**config.mk**
```make
export PLATFORM = sky130hd
export DESIGN_NAME = prs_gen
export DESIGN_NICKNAME = d
export VERILOG_FILES = /design/src/rtl/prs_pkg.sv /design/src/rtl/prs_core.sv /design/src/rtl/prs_regs.sv /design/src/rtl/prs_gen.sv
export SDC_FILE = /design/constraint.sdc
export NUM_CORES = 1
export LEC_CHECK = 0
export BUFFER_PORTS_ARGS = -buffer_cell sky130_fd_sc_hd__buf_2
export CORE_UTILIZATION = 45
export DETAILED_ROUTE_END_ITERATION = 8
export HOLD_SLACK_MARGIN = 0.15
export MAX_ROUTING_LAYER = met4
export PLACE_DENSITY = 0.64
export SLEW_MARGIN = 20
export SYNTH_ARGS = -nofsm -noshare
export SYNTH_HDL_FRONTEND = slang
export SYNTH_SLANG_ARGS = --single-unit
```
**constraint.sdc**
```tcl
create_clock -name clk_i -period 2.25 [get_ports clk_i]
set_input_delay 0.1125 -clock clk_i [delete_from_list [all_inputs] [get_ports clk_i]]
set_output_delay 0.1125 -clock clk_i [all_outputs]
set_load 0.1 [all_outputs]
```
**src/rtl/prs_pkg.sv**
```systemverilog
package prs_pkg;
  typedef enum logic [1:0] {
    REG_STATE = 2'd0,
    REG_POLY  = 2'd1,
    REG_SEED  = 2'd2,
    REG_CTRL  = 2'd3
  } reg_addr_e;

  localparam int CTRL_EN_BIT = 0;
endpackage

```
**src/rtl/prs_core.sv**
```systemverilog
module prs_core #(
  parameter int W      = 8,
  parameter int BSEL_W = 1
) (
  input  logic              clk_i,
  input  logic              rst_ni,
  input  logic              en_i,
  input  logic              step_i,
  input  logic              load_i,
  input  logic [BSEL_W-1:0] load_sel_i,
  input  logic [7:0]        load_data_i,
  input  logic [W-1:0]      poly_i,
  input  logic [W-1:0]      seed_i,
  output logic [W-1:0]      state_o,
  output logic [W-1:0]      keep_o,
  output logic              out_o,
  output logic              wrap_o
);
  logic [W-1:0] state_q, state_d;
  logic [W-1:0] keep, top, shifted, fb, stepped, seed_m;
  logic         fb_bit, out_q, wrap_q;

  // keep[i] set when some mask bit at or above i is set: active length
  for (genvar i = 0; i < W; i++) begin : g_keep
    assign keep[i] = |poly_i[W-1:i];
  end

  assign top     = keep & ~(keep >> 1);
  assign fb_bit  = |(state_q & top);
  assign shifted = {state_q[W-2:0], fb_bit};
  assign fb      = {poly_i[W-2:0], 1'b0} & {W{fb_bit}};
  assign stepped = (shifted ^ fb) & keep;
  assign seed_m  = seed_i & keep;

  always_comb begin
    state_d = state_q;
    if (step_i) begin
      state_d = stepped;
    end else if (load_i) begin
      state_d[{load_sel_i, 3'b000} +: 8] = load_data_i;
    end
  end

  always_ff @(posedge clk_i or negedge rst_ni) begin
    if (!rst_ni) begin
      state_q <= '0;
      out_q   <= 1'b0;
      wrap_q  <= 1'b0;
    end else begin
      state_q <= state_d;
      if (!en_i)       out_q <= 1'b0;
      else if (step_i) out_q <= fb_bit;
      wrap_q <= step_i && (stepped == seed_m);
    end
  end

  assign state_o = state_q;
  assign keep_o  = keep;
  assign out_o   = out_q;
  assign wrap_o  = wrap_q;
endmodule

```
**src/rtl/prs_regs.sv**
```systemverilog
module prs_regs
  import prs_pkg::*;
#(
  parameter int NUM_BYTES = 1,
  parameter int BSEL_W    = 1,
  localparam int W        = 8 * NUM_BYTES
) (
  input  logic              clk_i,
  input  logic              rst_ni,
  input  logic              wr_i,
  input  logic              rd_i,
  input  logic [1:0]        addr_i,
  input  logic [BSEL_W-1:0] byte_i,
  input  logic [7:0]        wdata_i,
  input  logic [W-1:0]      state_i,
  output logic              en_o,
  output logic [W-1:0]      poly_o,
  output logic [W-1:0]      seed_o,
  output logic              load_o,
  output logic [7:0]        rdata_o
);
  reg_addr_e  addr;
  logic       en_q, pend_q;
  logic [7:0] hold_q, rdata_q;
  logic [7:0] poly_b [NUM_BYTES];
  logic [7:0] seed_b [NUM_BYTES];
  logic [7:0] state_byte, poly_byte, seed_byte;

  assign addr = reg_addr_e'(addr_i);

  for (genvar b = 0; b < NUM_BYTES; b++) begin : g_byte
    always_ff @(posedge clk_i or negedge rst_ni) begin
      if (!rst_ni) begin
        poly_b[b] <= 8'h00;
        seed_b[b] <= 8'h00;
      end else if (wr_i && byte_i == BSEL_W'(b)) begin
        if (addr == REG_POLY) poly_b[b] <= wdata_i;
        if (addr == REG_SEED) seed_b[b] <= wdata_i;
      end
    end
    assign poly_o[b*8 +: 8] = poly_b[b];
    assign seed_o[b*8 +: 8] = seed_b[b];
  end

  assign state_byte = state_i[{byte_i, 3'b000} +: 8];
  assign poly_byte  = poly_o[{byte_i, 3'b000} +: 8];
  assign seed_byte  = seed_o[{byte_i, 3'b000} +: 8];

  always_ff @(posedge clk_i or negedge rst_ni) begin
    if (!rst_ni) begin
      en_q    <= 1'b0;
      pend_q  <= 1'b0;
      hold_q  <= 8'h00;
      rdata_q <= 8'h00;
    end else begin
      if (wr_i && addr == REG_CTRL) en_q <= wdata_i[CTRL_EN_BIT];
      if (rd_i) begin
        unique case (addr)
          REG_STATE: begin
            rdata_q <= 8'h00;
            if (!en_q) begin
              hold_q <= state_byte;
              pend_q <= 1'b1;
            end
          end
          REG_POLY: begin
            if (pend_q) begin
              rdata_q <= hold_q;
              pend_q  <= 1'b0;
            end else begin
              rdata_q <= poly_byte;
            end
          end
          REG_SEED: rdata_q <= seed_byte;
          REG_CTRL: rdata_q <= {7'b0, en_q};
          default:  rdata_q <= 8'h00;
        endcase
      end
    end
  end

  assign en_o    = en_q;
  assign load_o  = wr_i && (addr == REG_SEED) && !en_q;
  assign rdata_o = rdata_q;
endmodule

```
**src/rtl/prs_gen.sv**
```systemverilog
module prs_gen #(
  parameter int  NUM_BYTES = 1,
  localparam int W         = 8 * NUM_BYTES,
  localparam int BSEL_W    = (NUM_BYTES > 1) ? $clog2(NUM_BYTES) : 1
) (
  input  logic              clk_i,
  input  logic              rst_ni,
  input  logic              clk_en_i,
  input  logic              wr_i,
  input  logic              rd_i,
  input  logic [1:0]        addr_i,
  input  logic [BSEL_W-1:0] byte_i,
  input  logic [7:0]        wdata_i,
  output logic [7:0]        rdata_o,
  output logic              bit_o,
  output logic              irq_o
);
  logic         en, step, load, out_q, wrap_q;
  logic [W-1:0] poly, seed, state, keep;

  prs_regs #(.NUM_BYTES(NUM_BYTES), .BSEL_W(BSEL_W)) u_regs (
    .clk_i   (clk_i),
    .rst_ni  (rst_ni),
    .wr_i    (wr_i),
    .rd_i    (rd_i),
    .addr_i  (addr_i),
    .byte_i  (byte_i),
    .wdata_i (wdata_i),
    .state_i (state),
    .en_o    (en),
    .poly_o  (poly),
    .seed_o  (seed),
    .load_o  (load),
    .rdata_o (rdata_o)
  );

  assign step = en && clk_en_i;

  prs_core #(.W(W), .BSEL_W(BSEL_W)) u_core (
    .clk_i       (clk_i),
    .rst_ni      (rst_ni),
    .en_i        (en),
    .step_i      (step),
    .load_i      (load),
    .load_sel_i  (byte_i),
    .load_data_i (wdata_i),
    .poly_i      (poly),
    .seed_i      (seed),
    .state_o     (state),
    .keep_o      (keep),
    .out_o       (out_q),
    .wrap_o      (wrap_q)
  );

  // registered flags may lag a disable by one edge
  assign bit_o = out_q && en;
  assign irq_o = wrap_q && en;
endmodule

```
==> qor.txt, run 1 <==
Top delay family on crit path -> simple AND/OR/NAND/NOR gates
CP Buf/Inv Count -> 1
core area -> 0.005574 mm2
H-tree depth -> 2
final setup margin -> 0.1740 ns
P_leak -> 1.333 nW
r2r setup slk -> 0.17 ns
fillers -> 531
largest net degree at the start of global routing -> 33
GPL Wtd Cong -> 0.9599
Area Overhead vs Synth -> 19.18%
Die H -> 78.43 um
I/O pins -> 26
setup tns final -> 0 ns
worst skew pair latency -> 0.31 ns
final core occ -> 56.21%
Max Cap Violations -> 0
net switching power -> 1.291 mW
worst path cell trace -> buf_4 > nor2_1 > nor3_1 > nor4_1 > o311a_1 > o211ai_1 > nor4_2
RSZ-0062 raised after global routing -> no
DR WL/cell -> 18.05 um
port bufs -> 25
Synth cell types -> 57
nets -> 339
Syn Area/Cell -> 9.456 um2
Hold Crit Start -> wr_i
post-synthesis net count -> 294
pre-CTS WS -> 0.1968 ns
CTS tree -> built
Post-DP Area -> 0.002892 mm2
CP required -> 2.47 ns
Power Density -> 1024 mW/mm2
R2R Path Start -> u_regs.poly_o[6]
Post-Syn Area -> 0.002629 mm2
Iter 0 DRT Violations -> 172
R2R Path End -> u_core.wrap_o
clock power share -> 20.5%
Chip Width -> 78.43 um
CP arrival -> 2.30 ns
Rows -> 27
area occupied by multi-input gates -> 0.001406 mm2
asr flop ratio synth -> 100.0%
hold depth -> 3
die area -> 0.006151 mm2
placed instance count -> 376
Peak VDD IR -> 484.4 uV
Final Power -> 3.209 mW
Reg power frac -> 38.0%
Worst setup EP type -> flop
Worst Hold End -> u_regs.en_o
slowest stage delay, CP -> 0.44 ns
Via density -> 5.788
antenna viol nets, final -> 0
CTS Buf Count -> 5
Reg area -> 0.001101 mm2
Critical path origin -> u_regs.poly_o[6]
Crit Path Category -> reg2reg
drt drc -> 0
initial antenna violation count -> 0
CTS clk-pin slew, worst paths -> 0.09 ns
actual slew at the worst max-slew pin -> 0.6312 ns
GR Util All Layers -> 26.31%
Seq/Total Area, Yosys -> 41.88%
GRT overflow -> 0
Num Clock Sinks -> 44
Switching Share -> 40.24%
Comb pwr share -> 41.4%
reg2reg path depth -> 7
YS warnings -> 0
hold slack -> 0.1762 ns
commonest cells after routing, fill and taps aside -> 44 x dfrtp_1, 26 x nand2_1, 25 x buf_2
Crit-path slowest cell -> dfrtp_1
root buffer cell -> clkbuf_8
number of synthesized flops with an enable pin -> 0
DPL Wire Length -> 5.276 mm
Yosys reg bits -> 44
ant diodes -> 0
Total Routed Length -> 7.149 mm
Clock Path Buffers -> 2
P_int -> 1.918 mW
Final Max Tran Viols -> 0
Final setup viols -> 0
Hold Vio Cnt, Final -> 0
global-route wire length before repair -> 11.73 mm
max frequency -> 481.7 MHz
status -> finished clean
Min Clock Period, post-route -> 2.076 ns
design area -> 0.003133 mm2
commonest non-fill, non-tap cell in the layout -> dfrtp_1
Min-Delay Path Class -> in2reg
Cells after Synth -> 278
Worst Path Max Fanout -> 8
share of cells above drive strength 1 -> 24.07%
Initial Util -> 47.16%
fin cells -> 396
clock skew -> 0.007514 ns
vias -> 2292
crit start category -> flop
First-pass DRT Iterations -> 4
Post-synth top flop -> dfrtp_1
Final period util -> 92.27%
Slew Limit Headroom -> 57.77%
vias in the first global route -> 2244
==> what timing repair did <==
item,4_1_cts,5_1_grt
hold buffers,12,0
hold endpoints to repair,67,0
buffers inserted,0,0
gates resized for setup,0,0
==> power by group through the flow <==
| stage | combinational, mW | clock, mW | sequential, mW |
|---|---|---|---|
| after global routing | 1.45 | 0.694 | 1.25 |
| final | 1.33 | 0.659 | 1.22 |
| after floorplan | 0.940 | 0 | 1.23 |
| after global placement | 1.30 | 0 | 1.22 |
| after detailed placement | 1.31 | 0 | 1.23 |
| after CTS | 1.33 | 0.669 | 1.22 |
==> logic make-up (layout without fill, tap and decap cells) <==
kind of cell           Yosys count  in the layout  synth area share, %
AO/OA/AOI/OAI                   80             80                21.18
flip-flops                      44             44                41.88
multiplexers                    16             16                6.806
AND/OR/NAND/NOR                101            101                21.18
buffers and inverters           24             70                4.617
XOR/XNOR                        13             13                4.331
==> cells in the mapped netlist (all sizes together), types with 2 or more instances <==
master	n	share of area [%]
buf	8	2.3
a21oi	18	3.4
a22oi	9	2.6
xor2	5	1.7
clkbuf	11	1.6
o21ai	22	4.3
nand2	27	4.0
a221o	2	0.76
o2bb2ai	4	1.3
nor2	20	2.9
nor2b	3	0.71
nor3	7	1.3
nand3b	2	0.57
dfrtp	44	42
mux2	15	6.4
o22ai	4	0.95
nor4	4	1.8
a2bb2oi	2	0.67
or3	2	0.86
nor4b	2	0.67
and2	5	1.2
o31ai	2	0.57
nand3	6	1.1
inv	5	0.71
o41ai	2	0.67
a221oi	2	1.3
nor3b	6	1.9
o211ai	2	0.57
nand2b	13	3.1
xnor2	8	2.7
==> how the worst max path moves through the flow <==
stage | end | slack (ns) | cells after the start
3_5_place_dp | u_core.wrap_o | 0.20 | 6
4_1_cts | u_core.wrap_o | 0.19 | 6
5_1_grt | u_core.wrap_o | 0.05 | 7
3_3_place_gp | u_core.wrap_o | 0.24 | 6
2_1_floorplan | u_core.state_o[6] | 0.30 | 8
6_report | u_core.wrap_o | 0.17 | 7
==> cell type report <==
| class | instances | share of cell area, % |
|---|---|---|
| clock inverters | 2 | 1.238 |
| clock buffers | 6 | 2.636 |
| inverters | 5 | 0.5990 |
| multi-input cells | 210 | 44.89 |
| well taps | 72 | 2.875 |
| flip-flops and latches | 44 | 35.14 |
| repair buffers | 57 | 12.62 |
==> tightest hold or removal path, delay by kind of cell <==
| kind | cells | cell delay (ns) |
|---|---|---|
| buf+inv | 1 | 0.11 |
| mux | 1 | 0.15 |
| simple gates | 1 | 0.08 |
==> registers in the layout (all words and copies together) (netlist names) <==
name	count
u_core.state_o	8
u_regs.hold_q	8
u_regs.poly_o	8
u_regs.rdata_o	8
u_regs.seed_o	8
u_core.out_o	1
u_core.wrap_o	1
u_regs.en_o	1
u_regs.pend_q	1
==> metal layers <==
metal  routed length (um)  vias up  global-route usage, %
met5                    0        -                      -
met4                   55        0                  5.741
met3                  347        6                  4.767
met2                 3462       56                  41.40
met1                 3283     1136                  35.57
li1                     -     1094                      -
No activity file was read; power rests on OpenSTA's default activity.
==> inputs of run 2 (changes only) <==
--- a/config.mk
+++ b/config.mk
@@ -6,12 +6,14 @@
 export NUM_CORES = 1
 export LEC_CHECK = 0
 export BUFFER_PORTS_ARGS = -buffer_cell sky130_fd_sc_hd__buf_2
+export CORE_ASPECT_RATIO = 0.6
 export CORE_UTILIZATION = 45
 export DETAILED_ROUTE_END_ITERATION = 8
 export HOLD_SLACK_MARGIN = 0.15
 export MAX_ROUTING_LAYER = met4
-export PLACE_DENSITY = 0.64
+export PLACE_DENSITY = 0.65
 export SLEW_MARGIN = 20
 export SYNTH_ARGS = -nofsm -noshare
 export SYNTH_HDL_FRONTEND = slang
+export SYNTH_HIERARCHICAL = 1
 export SYNTH_SLANG_ARGS = --single-unit
==> run 2 against run 1 <==
Against the previous run: sequential power barely moved; synthesized area fell by 1.7%; clock skew fell by 0.0013 ns; core utilization rose by 0.26 points.
==> qor.txt, run 2 <==
core area -> 0.005280 mm2 (-5.3%)
GPL Wtd Cong -> 0.8936 (-6.9%)
Cells after Synth -> 265 (-4.7%)
Max Cap Violations -> 0 (unchanged)
CTS tree -> built
drt drc -> 0 (unchanged)
Iter 0 DRT Violations -> 106 (-38%)
CP required -> 2.46 ns (about the same)
P_leak -> 1.247 nW (-6.5%)
Min-Delay Path Class -> in2reg
GR Util All Layers -> 22.92% (-3.4 points)
Post-Syn Area -> 0.002585 mm2 (-1.7%)
commonest cells after routing, fill and taps aside -> 44 x dfrtp_1, 31 x nand2_1, 25 x buf_2
CP arrival -> 2.36 ns (+0.06 ns)
setup tns final -> 0 ns (unchanged)
RSZ-0062 raised after global routing -> no
I/O pins -> 26 (unchanged)
worst skew pair latency -> 0.30 ns (about the same)
global-route wire length before repair -> 9.867 mm (-16%)
H-tree depth -> 2 (unchanged)
met3 WL post-DR -> 240 um (-31%)
CTS clk-pin slew, worst paths -> 0.09 ns (about the same)
post-synthesis net count -> 281 (-4.4%)
Worst Path Max Fanout -> 7 (-1)
root buffer cell -> clkbuf_8
DPL Wire Length -> 4.357 mm (-17%)
hold slack -> 0.1708 ns (-0.005371 ns)
max frequency -> 466.2 MHz (-3.2%)
First-pass DRT Iterations -> 4 (unchanged)
Final setup viols -> 0 (unchanged)
Crit Path Category -> reg2reg
largest net degree at the start of global routing -> 25 (-24%)
Min Clock Period, post-route -> 2.145 ns (+0.06912 ns)
Area Overhead vs Synth -> 15.34%
reg2reg path depth -> 7 (unchanged)
Syn Area/Cell -> 9.755 um2 (+3.2%)
Total Routed Length -> 6.081 mm (-15%)
ant diodes -> 0 (unchanged)
initial antenna violation count -> 0 (unchanged)
nets -> 319 (-5.9%)
clock skew -> 0.006239 ns (-0.001274 ns)
Peak VDD IR -> 526.8 uV (+8.8%)
Chip Width -> 99.85 um (+27%)
Hold Vio Cnt, Final -> 0 (unchanged)
Die H -> 60.71 um (-23%)
M1 wire length -> 3.396 mm (+3.4%)
DR WL/cell -> 15.96 um (-12%)
YS warnings -> 6 (+6)
Rows -> 20 (-26%)
status -> finished clean
Power Density -> 954.4 mW/mm2 (-6.8%)
vias in the first global route -> 1906 (-15%)
Via density -> 5.370 (-7.2%)
GRT overflow -> 0 (unchanged)
crit start category -> flop
share of cells above drive strength 1 -> 23.68% (-0.39 points)
port bufs -> 25 (unchanged)
Worst setup EP type -> flop
Slew Limit Headroom -> 59.82% (+2.1 points)
antenna viol nets, final -> 0 (unchanged)
Final Max Tran Viols -> 0 (unchanged)
commonest non-fill, non-tap cell in the layout -> dfrtp_1
Clock Path Buffers -> 2 (unchanged)
die area -> 0.006062 mm2 (-1.5%)
Initial Util -> 48.96% (+1.8 points)
routed wl met2 -> 2.414 mm (-30%)
uppermost layer routed -> met4
Num Clock Sinks -> 44 (unchanged)
actual slew at the worst max-slew pin -> 0.6008 ns (-0.03039 ns)
CTS Buf Count -> 5 (unchanged)
hold depth -> 3 (unchanged)
Final period util -> 95.34% (+3.1 points)
vias -> 2046 (-11%)
==> run 2: cell count changes in the layout (fill, tap and decap cells not counted), moves of 5 or more <==
cell     change
a21oi_1     -14
nor3_1       -6
and2_1       +7
buf_4       -11
mux2i_1      +9
o21ai_1      +8
a22oi_1      -9
nor3b_1      +6
a31oi_1      +8
o21ai_0      -7
nand2_1      +5
==> run 2: worst paths after layout <==
kind,start,to,slack [ns]
worst max register to register,u_regs/poly_o[6],u_core/wrap_o,0.10
worst max-delay path,u_regs/poly_o[6],u_core/wrap_o,0.10
min in group asynchronous,rst_ni,u_regs/rdata_o[0],0.35
worst min register to register,u_regs/hold_q[3],u_regs/hold_q[3],0.48
worst min-delay path,wr_i,u_regs/en_o,0.17
max in group asynchronous,rst_ni,u_regs/poly_o[5],1.19
==> run 2: final cells by class <==
| cell class | count | area (um2) |
|---|---|---|
| multi-input cells | 203 | 1380 |
| well taps | 77 | 96.34 |
| fillers | 479 | 2298 |
| inverters | 5 | 18.77 |
| clock inverters | 2 | 10.01 |
| flip-flops and latches | 44 | 1101 |
| clock buffers | 6 | 82.58 |
| repair buffers | 44 | 292.8 |
==> run 2: per-stage QoR <==
step                cells  total power [mW]  instance area (um2)  worst slack, ns  utilization, %
CTS                   381             2.839                 2974          0.06422           56.33
finish                381             2.846                 2982           0.1049           56.47
detailed placement    363             2.296                 2781          0.06670           52.68
global placement      363             2.289                 2781           0.1309           52.68
floorplan             265             2.012                 2585           0.3728               -
global route          381             3.027                 2982          0.01431           56.47
==> run 2: routing by layer <==
metal,vias up,track usage (%)
li1,1007,-
met1,991,33.48
met2,43,32.32
met3,5,4.493
met4,0,6.092
met5,-,-
==> run 2: power breakdown <==
| group | leakage, nW | internal (mW) | switching, mW |
|---|---|---|---|
| Combinational | 0.645 | 0.472 | 0.611 |
| Sequential | 0.551 | 0.980 | 0.261 |
| Clock | 0.0510 | 0.245 | 0.276 |
| Total | 1.25 | 1.70 | 1.15 |
==> run 2: what timing repair did <==
action,CTS,global route
setup buffers,0,0
endpoints found under the setup margin,0,1
gates resized for setup,0,1
endpoints found under the hold margin,43,0
hold buffers,10,0
==> run 2: worst max-delay path: stages (launching register included) <==
cell and delay (ns):
dfrtp_1 0.46, nand3b_1 0.26, a21oi_4 0.25, nand2_1 0.13, xor2_1 0.18, a311oi_1 0.36, nand4_1 0.15, nor4_2 0.27
==> inputs of run 3 (changes only) <==
--- a/config.mk
+++ b/config.mk
@@ -7,11 +7,11 @@
 export LEC_CHECK = 0
 export BUFFER_PORTS_ARGS = -buffer_cell sky130_fd_sc_hd__buf_2
 export CORE_ASPECT_RATIO = 0.6
-export CORE_UTILIZATION = 45
+export CORE_UTILIZATION = 59
 export DETAILED_ROUTE_END_ITERATION = 8
 export HOLD_SLACK_MARGIN = 0.15
 export MAX_ROUTING_LAYER = met4
-export PLACE_DENSITY = 0.65
+export PLACE_DENSITY = 0.81
 export SLEW_MARGIN = 20
 export SYNTH_ARGS = -nofsm -noshare
 export SYNTH_HDL_FRONTEND = slang
==> run 3 against run 2 <==
Against the previous run: fmax decreased by 2.1%; non-clock buffer count increased by 2; first-iteration DRC count increased by 110%; routed wire length increased by 2.3%; sequential power about the same; critical path depth unchanged; clock power increased by 14%; flip-flop and latch count unchanged; clock skew about the same; sequential share of layout area decreased by 0.18 points; register-to-register slack got worse by 0.05 ns; power increased by 4.8%; critical endpoint unchanged; highest routed layer unchanged.
==> qor.txt, run 3 (synthesized netlist as in run 2, its figures left out) <==
status -> finished clean
ant diodes -> 0 (unchanged)
Iter 0 DRT Violations -> 219 (+110%)
drt drc -> 0 (unchanged)
Crit-path slowest cell -> dfrtp_1
Hold Vio Cnt, Final -> 0 (unchanged)
Min Clock Period, post-route -> 2.191 ns (+0.04582 ns)
Clock Path Buffers -> 2 (unchanged)
crit start category -> flop
Num Clock Sinks -> 44 (unchanged)
H-tree depth -> 2 (unchanged)
CP required -> 2.46 ns (about the same)
Top delay family on crit path -> simple AND/OR/NAND/NOR gates
# Post-CTS Setup Buffers -> 0 (unchanged)
Worst Hold End -> u_regs/en_o
share of cells above drive strength 1 -> 24.18% (+0.50 points)
P_leak -> 1.263 nW (+1.3%)
vias in the first global route -> 2041 (+7.1%)
R2R Path Start -> u_regs/poly_o[6]
GR Util All Layers -> 30.83% (+7.9 points)
reg2reg path depth -> 7 (unchanged)
initial antenna violation count -> 0 (unchanged)
largest net degree at the start of global routing -> 45 (+80%)
Max Cap Violations -> 0 (unchanged)
Final period util -> 97.37% (+2.0 points)
Via density -> 5.883 (+9.5%)
DR WL/cell -> 16.99 um (+6.4%)
Worst Path Max Fanout -> 7 (unchanged)
CP arrival -> 2.40 ns (+0.04 ns)
CP Buf/Inv Count -> 0 (unchanged)
I/O pins -> 26 (unchanged)
Peak VDD IR -> 544.7 uV (+3.4%)
Worst setup EP type -> flop
hold slack -> 0.1680 ns (-0.002819 ns)
DPL Wire Length -> 4.244 mm (-2.6%)
Initial Util -> 62.38% (+13 points)
RSZ-0062 raised after global routing -> no
worst path cell trace -> nand3b_1 > a21oi_4 > nand2_1 > xor2_1 > a311oi_2 > nand4_1 > nor4_2
First-pass DRT Iterations -> 4 (unchanged)
slowest stage delay, CP -> 0.47 ns (about the same)
core area -> 0.004144 mm2 (-22%)
max frequency -> 456.4 MHz (-2.1%)
Total Routed Length -> 6.218 mm (+2.3%)
Final Max Tran Viols -> 0 (unchanged)
Die H -> 53.27 um (-12%)
Crit Path Category -> reg2reg
CTS clk-pin slew, worst paths -> 0.08 ns (about the same)
Hold Crit Start -> wr_i
vias -> 2153 (+5.2%)
root buffer cell -> clkbuf_8
Final Power -> 2.982 mW (+4.8%)
port bufs -> 25 (unchanged)
die area -> 0.004658 mm2 (-23%)
nets -> 321 (+0.63%)
GRT overflow -> 0 (unchanged)
Slew Limit Headroom -> 61.37% (+1.6 points)
R2R Path End -> u_core/wrap_o
antenna viol nets, final -> 0 (unchanged)
GPL Wtd Cong -> 0.9829 (+10%)
setup tns final -> 0 ns (unchanged)
Power Density -> 995.0 mW/mm2 (+4.2%)
CTS tree -> built
Area Overhead vs Synth -> 15.92%
CTS Buf Count -> 5 (unchanged)
Min-Delay Path Class -> in2reg
global-route wire length before repair -> 10.03 mm (+1.6%)
commonest non-fill, non-tap cell in the layout -> dfrtp_1
actual slew at the worst max-slew pin -> 0.5775 ns (-0.02326 ns)
commonest cells after routing, fill and taps aside -> 44 x dfrtp_1, 31 x nand2_1, 25 x buf_2
worst skew pair latency -> 0.30 ns (about the same)
Rows -> 18 (-10%)
clock skew -> 0.006034 ns (-0.0002051 ns)
hold depth -> 3 (unchanged)
Chip Width -> 87.45 um (-12%)
r2r setup slk -> 0.06 ns (-0.05 ns)
Final setup viols -> 0 (unchanged)
-- run 3: worst reg2reg max path, stage by stage (launching register included) --
cell and delay [ns]:
dfrtp_1 0.47, nand3b_1 0.27, a21oi_4 0.28, nand2_1 0.15, xor2_1 0.19, a311oi_2 0.31
nand4_1 0.15, nor4_2 0.28
-- run 3: final cells by class --
cell class	instances	area, um2
clock buffer	6	72.57
clock inverter	2	35.03
fill	324	1147
inverter	5	18.77
multi-input combinational	203	1386
sequential	44	1101
tap	60	75.07
timing repair buffer	46	307.8
-- run 3: per-stage QoR --
step / instances / setup slack [ns] / utilization, % / area, um2
after CTS: 366 / 0.05290 / 71.98 / 2983
after global placement: 348 / 0.1528 / 66.97 / 2775
after detailed placement: 348 / 0.06823 / 66.97 / 2775
final: 366 / 0.05907 / 72.31 / 2997
after floorplan: 265 / 0.3728 / - / 2585
after global routing: 366 / 0.0008336 / 72.31 / 2997
-- run 3: worst max path at each step --
stage                                start       endpoint  slack [ns]  cells after the start
after CTS                 u_regs/poly_o[6]  u_core/wrap_o        0.05                      7
after global placement    u_regs/poly_o[6]  u_core/wrap_o        0.15                      7
final                     u_regs/poly_o[6]  u_core/wrap_o        0.06                      7
after global routing      u_regs/poly_o[6]  u_core/wrap_o      0.0008                      7
after floorplan           u_regs/poly_o[6]  u_core/wrap_o        0.37                      7
after detailed placement  u_regs/poly_o[6]  u_core/wrap_o        0.07                      7
-- run 3: report_power, final --
part	internal (mW)	switching, mW	total, mW
clock	0.330	0.268	0.597
sequential	0.980	0.237	1.22
combinational	0.499	0.668	1.17
-- run 3: timing repair --
action	4_1_cts	5_1_grt
setup endpoints to repair	0	1
resized for setup	0	2
hold buffers	10	0
endpoints found under the hold margin	64	0
-- run 3: layer usage --
metal  routed length (um)  GRT usage [%]  vias to the layer above
li1                     -              -                     1014
met1                 2985          42.59                     1052
met2                 2740          45.18                       71
met3                  364          6.396                       16
met4                  127          11.48                        0
met5                    0              -                        -
